[src/rtl/byte_parity_pkg.sv]
package byte_parity_pkg;
  localparam int NUM_BYTES = 4;
  localparam int BYTE_BITS = 9;
  localparam int BUS_W     = NUM_BYTES * BYTE_BITS;

  typedef struct packed {
    logic readLoad;   // output register loads this edge
    logic useMbx;     // mailbox is the read source
    logic genApply;   // substitute generated parity
    logic oddMode;    // parity sense
    logic holdOk;     // shared trees busy with mailbox, flag forced high
  } strobe_t;
endpackage

[src/rtl/parity_trees.sv]
module parity_trees #(
  parameter int NUM_BYTES = 4,
  parameter int BYTE_BITS = 9,
  localparam int BUS_W = NUM_BYTES * BYTE_BITS
) (
  input  logic [BUS_W-1:0]     data,
  input  logic                 oddMode,
  output logic [NUM_BYTES-1:0] fail,
  output logic [NUM_BYTES-1:0] genBit
);
  for (genvar b = 0; b < NUM_BYTES; b++) begin : g_tree
    logic fullXor;
    logic lowXor;
    assign fullXor   = ^data[b*BYTE_BITS +: BYTE_BITS];
    assign lowXor    = ^data[b*BYTE_BITS +: BYTE_BITS-1];
    assign fail[b]   = oddMode ? ~fullXor : fullXor;
    assign genBit[b] = oddMode ? ~lowXor : lowXor;
  end
endmodule

[src/rtl/parity_ctrl.sv]
module parity_ctrl
  import byte_parity_pkg::*;
(
  input  logic    oddSel,
  input  logic    genEn,
  input  logic    csN,
  input  logic    en,
  input  logic    wrRd,
  input  logic    mbxSel,
  output strobe_t strobes
);
  logic readAccess;
  assign readAccess = ~csN & en & ~wrRd;

  always_comb begin
    strobes.readLoad = readAccess;
    strobes.useMbx   = mbxSel;
    strobes.genApply = genEn;
    strobes.oddMode  = oddSel;
    strobes.holdOk   = readAccess & mbxSel & genEn;
  end
endmodule

[src/rtl/parity_datapath.sv]
module parity_datapath
  import byte_parity_pkg::*;
#(
  parameter int NUM_BYTES = 4,
  parameter int BYTE_BITS = 9,
  localparam int BUS_W = NUM_BYTES * BYTE_BITS
) (
  input  logic                 clk,
  input  logic                 rstN,
  input  strobe_t              strobes,
  input  logic [NUM_BYTES-1:0] byteValid,
  input  logic [BUS_W-1:0]     busIn,
  input  logic [BUS_W-1:0]     fifoData,
  input  logic [BUS_W-1:0]     mbxData,
  output logic                 parErrN,
  output logic [BUS_W-1:0]     rdData
);
  logic [BUS_W-1:0]     sharedIn;
  logic [NUM_BYTES-1:0] sharedFail;
  logic [NUM_BYTES-1:0] sharedGen;
  logic [NUM_BYTES-1:0] fifoFail;
  logic [NUM_BYTES-1:0] fifoGen;
  logic [BUS_W-1:0]     mbxOut;
  logic [BUS_W-1:0]     fifoOut;
  logic [BUS_W-1:0]     nextRd;

  // Shared trees: check the bus, or generate for a mailbox read
  assign sharedIn = strobes.holdOk ? mbxData : busIn;

  parity_trees #(.NUM_BYTES(NUM_BYTES), .BYTE_BITS(BYTE_BITS)) u_shared (
    .data(sharedIn), .oddMode(strobes.oddMode),
    .fail(sharedFail), .genBit(sharedGen)
  );

  // Dedicated trees between storage and the output register
  parity_trees #(.NUM_BYTES(NUM_BYTES), .BYTE_BITS(BYTE_BITS)) u_fifo (
    .data(fifoData), .oddMode(strobes.oddMode),
    .fail(fifoFail), .genBit(fifoGen)
  );

  for (genvar b = 0; b < NUM_BYTES; b++) begin : g_sub
    localparam int TOP = b*BYTE_BITS + BYTE_BITS - 1;
    assign mbxOut[TOP-1 -: BYTE_BITS-1]  = mbxData[TOP-1 -: BYTE_BITS-1];
    assign mbxOut[TOP]                   = strobes.genApply ? sharedGen[b] : mbxData[TOP];
    assign fifoOut[TOP-1 -: BYTE_BITS-1] = fifoData[TOP-1 -: BYTE_BITS-1];
    assign fifoOut[TOP]                  = strobes.genApply ? fifoGen[b] : fifoData[TOP];
  end

  assign nextRd = strobes.useMbx ? mbxOut : fifoOut;

  always_ff @(posedge clk) begin
    if (!rstN) begin
      parErrN <= 1'b1;
      rdData  <= '0;
    end else begin
      parErrN <= strobes.holdOk ? 1'b1 : ~|(sharedFail & byteValid);
      if (strobes.readLoad) rdData <= nextRd;
    end
  end

  logic unusedFifoFail;
  assign unusedFifoFail = ^fifoFail;
endmodule

[src/rtl/byte_parity_port.sv]
module byte_parity_port
  import byte_parity_pkg::*;
(
  input  logic                 clk,
  input  logic                 rstN,
  input  logic                 oddSel,
  input  logic                 genEn,
  input  logic [NUM_BYTES-1:0] byteValid,
  input  logic                 csN,
  input  logic                 en,
  input  logic                 wrRd,
  input  logic                 mbxSel,
  input  logic [BUS_W-1:0]     busIn,
  input  logic [BUS_W-1:0]     fifoData,
  input  logic [BUS_W-1:0]     mbxData,
  output logic                 parErrN,
  output logic [BUS_W-1:0]     rdData
);
  strobe_t strobes;

  parity_ctrl u_ctrl (
    .oddSel(oddSel), .genEn(genEn), .csN(csN), .en(en),
    .wrRd(wrRd), .mbxSel(mbxSel), .strobes(strobes)
  );

  parity_datapath #(.NUM_BYTES(NUM_BYTES), .BYTE_BITS(BYTE_BITS)) u_dp (
    .clk(clk), .rstN(rstN), .strobes(strobes), .byteValid(byteValid),
    .busIn(busIn), .fifoData(fifoData), .mbxData(mbxData),
    .parErrN(parErrN), .rdData(rdData)
  );
endmodule

[config.mk]
export PLATFORM = sky130hd
export DESIGN_NAME = byte_parity_port
export DESIGN_NICKNAME = d
export VERILOG_FILES = /design/src/rtl/byte_parity_pkg.sv /design/src/rtl/parity_trees.sv /design/src/rtl/parity_ctrl.sv /design/src/rtl/parity_datapath.sv /design/src/rtl/byte_parity_port.sv
export SDC_FILE = /design/constraint.sdc
export NUM_CORES = 1
export LEC_CHECK = 0
export BUFFER_PORTS_ARGS = -buffer_cell sky130_fd_sc_hd__buf_4
export CAP_MARGIN = 20
export CORE_MARGIN = 8
export CORE_UTILIZATION = 48
export CTS_CLUSTER_DIAMETER = 50
export DETAILED_ROUTE_END_ITERATION = 10
export GPL_TIMING_DRIVEN = 0
export PLACE_DENSITY = 0.88
export SLEW_MARGIN = 5
export SYNTH_ARGS = -nofsm -noshare
export SYNTH_HDL_FRONTEND = slang
export SYNTH_SLANG_ARGS = --single-unit
[constraint.sdc]
create_clock -name clk -period 3.69 [get_ports clk]
set_clock_uncertainty 0.2 [all_clocks]
set_input_delay 0.738 -clock clk [delete_from_list [all_inputs] [get_ports clk]]
set_output_delay 0.738 -clock clk [all_outputs]
set_load 0.02 [all_outputs]
==> results of run 1 <==
[critical path: cells and delay by family]
kind	cells	cell delay, ns
simple gates	1	0.65
buf+inv	3	0.74
compound gates	1	0.17
[state kept, by name (all words and copies together) (netlist names)]
signal        count
u_dp.rdData      36
u_dp.parErrN      1
[area by class of cell]
type	count	share of cell area, %
repair buffers	154	28.5
plain buffers	18	1.97
multi-input cells	221	46.5
flip-flops and latches	37	18.2
clock buffers	7	2.37
clock inverters	1	0.123
inverters	1	0.0924
well taps	72	2.22
[how the worst min path moves through the flow]
| stage | end | start | slack [ns] |
|---|---|---|---|
| final | u_dp.rdData[35]$_SDFFE_PN0N_ | u_dp.rdData[35]$_SDFFE_PN0N_ | 0.28 |
| after global routing | u_dp.rdData[35]$_SDFFE_PN0N_ | u_dp.rdData[35]$_SDFFE_PN0N_ | 0.31 |
| after CTS | u_dp.rdData[35]$_SDFFE_PN0N_ | u_dp.rdData[35]$_SDFFE_PN0N_ | 0.27 |
| after detailed placement | u_dp.rdData[35]$_SDFFE_PN0N_ | u_dp.rdData[35]$_SDFFE_PN0N_ | 0.26 |
| after global placement | u_dp.rdData[35]$_SDFFE_PN0N_ | u_dp.rdData[35]$_SDFFE_PN0N_ | 0.26 |
| after floorplan | u_dp.rdData[35]$_SDFFE_PN0N_ | u_dp.rdData[35]$_SDFFE_PN0N_ | 0.35 |
[cells in the final DEF (no fill, tap or decap), types with 3 or more instances in the layout]
master and instances:
buf_4 155, xnor2_1 72, nand2_1 38, dfxtp_1 37, mux2i_1 34, o211a_1 32
xor2_1 12, clkbuf_1 10, xnor3_1 8, buf_2 7, clkbuf_8 7, nor2b_1 4
a21oi_1 3
[metal layers]
metal	vias to the layer above	GRT usage, %	routed length (µm)
met1	1213	22.2	3540
li1	1275	-	-
met5	-	0	0
met2	111	39.1	4580
met4	0	5.87	145
met3	9	5.93	638
[Yosys cell counts]
cell,count,area (µm²)
xor2_1,12,105
nor2b_1,4,25.0
or3b_2,1,8.76
buf_2,7,35.0
o22ai_2,1,12.5
xnor3_1,8,180
o21ai_0,2,10.0
a21oi_1,3,15.0
clkbuf_1,10,37.5
a2111oi_0,2,17.5
dfxtp_1,37,741
nor2_1,1,3.75
nor3b_1,1,7.51
o22ai_1,1,6.26
mux2i_1,34,340
a22o_1,2,17.5
xnor2_1,72,631
nand3b_1,1,7.51
o211a_1,32,320
inv_1,1,3.75
nand2_1,38,143
a211oi_1,2,15.0
a22oi_1,2,15.0
nor3_1,2,10.0
buf_4,1,7.51
[where the power goes]
group,switching [mW],internal [mW],total [mW],leakage [nW]
clock,0.146,0.169,0.314,0.0542
sequential,0.0112,0.423,0.434,0.303
combinational,0.221,0.302,0.523,1.86
total,0.378,0.893,1.27,2.22
[cell families (layout without fill, tap and decap cells)]
group | Yosys count | count (layout) | synth area share (%)
AO/OA/AOI/OAI | 47 | 47 | 15.8
XOR/XNOR | 92 | 92 | 33.7
buffers and inverters | 19 | 181 | 3.09
flip-flops | 37 | 37 | 27.3
multiplexers | 34 | 34 | 12.5
AND/OR/NAND/NOR | 48 | 48 | 7.56
[stage by stage]
stage	instances	power [mW]	setup WS (ns)	instance area [µm²]	hold slack, ns
final	511	1.27	1.42	4060	0.281
after global routing	511	1.34	1.29	4060	0.305
after CTS	511	1.28	1.41	4060	0.275
after detailed placement	503	0.968	1.12	3960	0.263
after global placement	503	0.955	1.16	3960	0.259
after floorplan	277	0.765	1.57	2720	0.346
==> flow_summary.toml, run 1 <==
[status]
status = "completed"

[clock_network]
path_clk_slew_ns = 0.08
h-tree-depth = 2
tritoncts = "done"
clockBufferDepth = 2
cts_buffers = 5
clkLatencyLatePin_ns = 0.29
hold_buffers = 0
postCtsSetupBuffers = 0
cts.sinks = 37
cts_root_buf = "clkbuf_8"
cts_resized = 0

[yosys]
synth_warnings = 0
synth_area_mm2 = 0.00272
seq_area_frac_synth_pct = 27.3
syn_inst = 277
ys_types = 25
avgSynthCellArea_um2 = 9.80
syn-num-nets = 397
ys_seq_elements = 37

[global_routing]
grt_max_degree = 12
grtUsageTotal_pct = 20.9
grt_pass1_wl_um = 14100
grt-ovfl-total = 0
antenna_found_initial = 0
grt_pass1_vias = 2864

[power]
p_leak_nw = 2.22
power_density_mw_per_mm2 = 313
ir_worst_vdd_v = 0.000202

[routing]
final_antenna_net_count = 0
first_iter_violations = 93
drt_drc_violations_left = 0
viasPerCell = 5.10
wl_um = 8910
wire_per_inst_um = 17.4
vias = 2608
firstDrtPassIters = 4

[worst_setup_path]
cp.arrival_ns = 2.30
crit_type = "input port to flop"
r2r-start = "u_dp.rdData[8]$_SDFFE_PN0N_"
reg2regPathDepth = 2
cp.required_ns = 3.72
cpPeakStageDelay_ns = 0.65
cp-end-kind = "flop"
crit_slowest_cell = "nor3b_1"
cp_common_cell = "buf_2"
r2r-end = "u_dp.rdData[8]$_SDFFE_PN0N_"
crit_chain = "buf_4 -> nor3b_1 -> buf_2 -> buf_2 -> o211a_1"
rrSetupSlack_ns = 2.82
endpoint = "u_dp.rdData[31]$_SDFFE_PN0N_"
startpoint = "csN"
startpoint_type = "input port"
worstPathMaxFanout = 10

[place]
hpwlAfterDp_um = 7390
port_buffers = 154
gp_congestion = 0.887

[final_layout]
area_growth_pct = 49.6
antennaDiodeCount = 0
num-fill-cells = 440
nets = 558
regArea_um2 = 741
final_layout_size_suffix_gt1_share_pct = 39.2
multi_input_area_mm2 = 0.00189
fin_util_pct = 74.2

[sta]
final-hold-violation-count = 0
final.setup.tns_ns = 0
fin_crit_sh_pct = 61.6
max_freq_mhz = 440
period_needed_ns = 2.27
slew_headroom_pct = 47.6
setup_viol = 0
worst_slew_pin_slew_ns = 0.784
rsz0062_at_grt = "false"
slew_viol_final = 0

[die]
start_util_pct = 49.6
core_area_mm2 = 0.00547
num_rows = 27
io_pins = 157
die_h_um = 91.2
die_w_um = 91.2
dieArea_mm2 = 0.00832

[hold_path]
hold_path.class = "flop to flop"
holdPathStages = 2

[job]
maxCapViolCount = 0
Power figures use the tool's default switching activity.
==> inputs of run 2 (changes only) <==
ABC_AREA = 1   (was unset)
CORE_UTILIZATION = 45   (was 48)
PLACE_DENSITY = 0.82   (was 0.88)
clock period = 2.1 ns   (was 3.69 ns; I/O delays follow)
==> flow_summary.toml, run 2 <==
[worst_setup_path]
r2r-start = "u_dp.rdData[31]$_SDFFE_PN0N_"
rrSetupSlack_ns = 1.20
cp.arrival_ns = 1.95
reg2regPathDepth = 2
crit_buf_inv = 4
cp_common_cell = "clkbuf_1"
crit_type = "input port to flop"
path_delay_family = "buffers and inverters"
cp-end-kind = "flop"
r2r-end = "u_dp.rdData[31]$_SDFFE_PN0N_"
crit_slowest_cell = "clkbuf_1"
worstPathMaxFanout = 10
cpPeakStageDelay_ns = 0.46
startpoint_type = "input port"
cp.required_ns = 2.05
crit_chain = "buf_4 -> inv_2 -> nand2_1 -> nor2_4 -> clkbuf_1 -> clkbuf_1 -> a31oi_1"

[hold_path]
worstHoldEndpoint = "u_dp.rdData[5]$_SDFFE_PN0N_"
hold_path.class = "input port to flop"
worstHoldStart = "fifoData[5]"
holdPathStages = 3

[yosys]
seq_area_frac_synth_pct = 25.8
ys_types = 25
syn_inst = 462
synth_common_cells = "168 x nand2_1, 42 x o21ai_0, 40 x xnor2_1"
synthArstFlopShare_pct = 0
ys_seq_elements = 37
synth_warnings = 0
synth_edf_count = 0
synth_area_mm2 = 0.00287
syn-num-nets = 582
yosysTopAreaCellShare_pct = 25.8
avgSynthCellArea_um2 = 6.21
synth.most_common_cell = "nand2_1"
synth_area_leader_cell = "dfxtp_1"
netlist_top_cells_area = "dfxtp_1 26%, nand2_1 22%, xnor2_1 12%, o21ai_0 7.3%, a31oi_1 7.0%"
synth_flop_cell = "dfxtp_1"

[global_routing]
grt-ovfl-total = 0
antenna_found_initial = 0
grt_pass1_wl_um = 16400
grt_max_degree = 12
grt_pass1_vias = 3491
grtUsageTotal_pct = 22.3

[power]
clkPwrFrac_pct = 23.5
p_leak_nw = 2.17
switching_share_pct = 35.0
power_density_mw_per_mm2 = 501
p_switching_mw = 0.742
internal-power_mw = 1.38
power_frac_seq_pct = 35.7
p_total_mw = 2.12
p_comb_share_pct = 40.8
ir_worst_vdd_v = 0.000315

[die]
dieArea_mm2 = 0.00919
die_h_um = 95.8
start_util_pct = 46.0
die_w_um = 95.8
core_area_mm2 = 0.00624
io_pins = 157
num_rows = 29

[place]
place_ws_ns = -0.342
gp_congestion = 0.839
hpwlAfterDp_um = 8520
port_buffers = 154

[final_layout]
reg_top3 = "u_dp.rdData: 36 flops, u_dp.parErrN: 1 flops"
area_growth_pct = 47.7
regMostFlops = "u_dp.rdData"
antennaDiodeCount = 0
final_layout_size_suffix_gt1_share_pct = 28.6
largest_reg_flops = 36
nets = 745
final_cell_mix = "168 x nand2_1, 157 x buf_4, 41 x o21ai_0"
final_common_cell = "nand2_1"

[sta]
setup_slack_ns = 0.0975
fin_crit_sh_pct = 95.4
worst_slew_pin_slew_ns = 0.536
rsz0062_at_grt = "false"
final-hold-violation-count = 0
slew_viol_final = 0
slew_headroom_pct = 64.3
period_needed_ns = 2.00
holdWs_ns = 0.213
setup_viol = 0
max_freq_mhz = 499

[routing]
drt_drc_violations_left = 0
vias = 3570
final_antenna_net_count = 0
firstDrtPassIters = 5
viasPerCell = 5.08
wire_per_inst_um = 14.9
wl_um = 10500
first_iter_violations = 153

[job]
maxCapViolCount = 0

[clock_network]
cts_buffers = 5
clkLatencyLatePin_ns = 0.29
path_clk_slew_ns = 0.07
h-tree-depth = 2
cts_root_buf = "clkbuf_8"
tritoncts = "done"
cts.sinks = 37
clockBufferDepth = 2
hold_buffers = 0

[status]
status = "completed"
run 2: metal layers:
metal / global-route usage, % / share of wire [%]
met5: 0 / 0
met4: 4.35 / 0.94
met3: 5.85 / 9.3
met2: 39.8 / 49
met1: 26.1 / 40
run 2: layout make-up:
| cell class | count | area, µm² |
|---|---|---|
| Buffer | 23 | 103 |
| Clock buffer | 6 | 72.6 |
| Clock inverter | 2 | 10.0 |
| Fill cell | 590 | 2000 |
| Inverter | 37 | 139 |
| Multi-Input combinational cell | 365 | 1900 |
| Sequential cell | 37 | 741 |
| Tap cell | 77 | 96.3 |
| Timing Repair Buffer | 156 | 1170 |
run 2: logic make-up after synthesis:
kind of cell    Yosys count  synth area share [%]
compound gates           90                  17.7
xor+xnor                 58                  17.7
buf+inv                  60                  8.33
flops                    37                  25.8
simple gates            217                  30.5
run 2: worst max-delay path by stage:
| stage | start | end | slack [ns] | cells after the start |
|---|---|---|---|---|
| final | csN | u_dp.rdData[33]$_SDFFE_PN0N_ | 0.1 | 7 |
| after global routing | oddSel | u_dp.rdData[35]$_SDFFE_PN0N_ | 0.03 | 11 |
| after CTS | csN | u_dp.parErrN$_SDFF_PP1_ | 0.03 | 15 |
| after detailed placement | csN | u_dp.parErrN$_SDFF_PP1_ | -0.34 | 15 |
| after global placement | csN | u_dp.parErrN$_SDFF_PP1_ | -0.33 | 15 |
| after floorplan | csN | u_dp.rdData[26]$_SDFFE_PN0N_ | 0.22 | 13 |
run 2: metrics by stage:
stage | setup TNS (ns) | std cells | area [µm²] | util [%]
after global placement | -4.51 | 693 | 4120 | 66.0
after floorplan | 0 | 462 | 2870 | -
after CTS | 0 | 701 | 4210 | 67.4
final | 0 | 703 | 4240 | 67.9
after global routing | 0 | 703 | 4240 | 67.9
after detailed placement | -5.47 | 693 | 4120 | 66.0
run 2: what timing repair did:
action	CTS	global route
endpoints found under the setup margin	3	14
gates resized for setup	1	4
pin swaps	0	1
setup buffers	0	2
run 2: tightest hold or removal path, cell delays in order:
cell and delay [ns]:
buf_4 0.12, nand2_1 0.05, a31oi_1 0.07
run 2: power by group through the flow:
stage | sequential, mW | combinational, mW | clock [mW]
finish | 0.759 | 0.866 | 0.498
global route | 0.763 | 0.961 | 0.527
CTS | 0.759 | 0.861 | 0.500
detailed placement | 0.774 | 0.856 | 0
global placement | 0.773 | 0.840 | 0
floorplan | 0.820 | 0.446 | 0
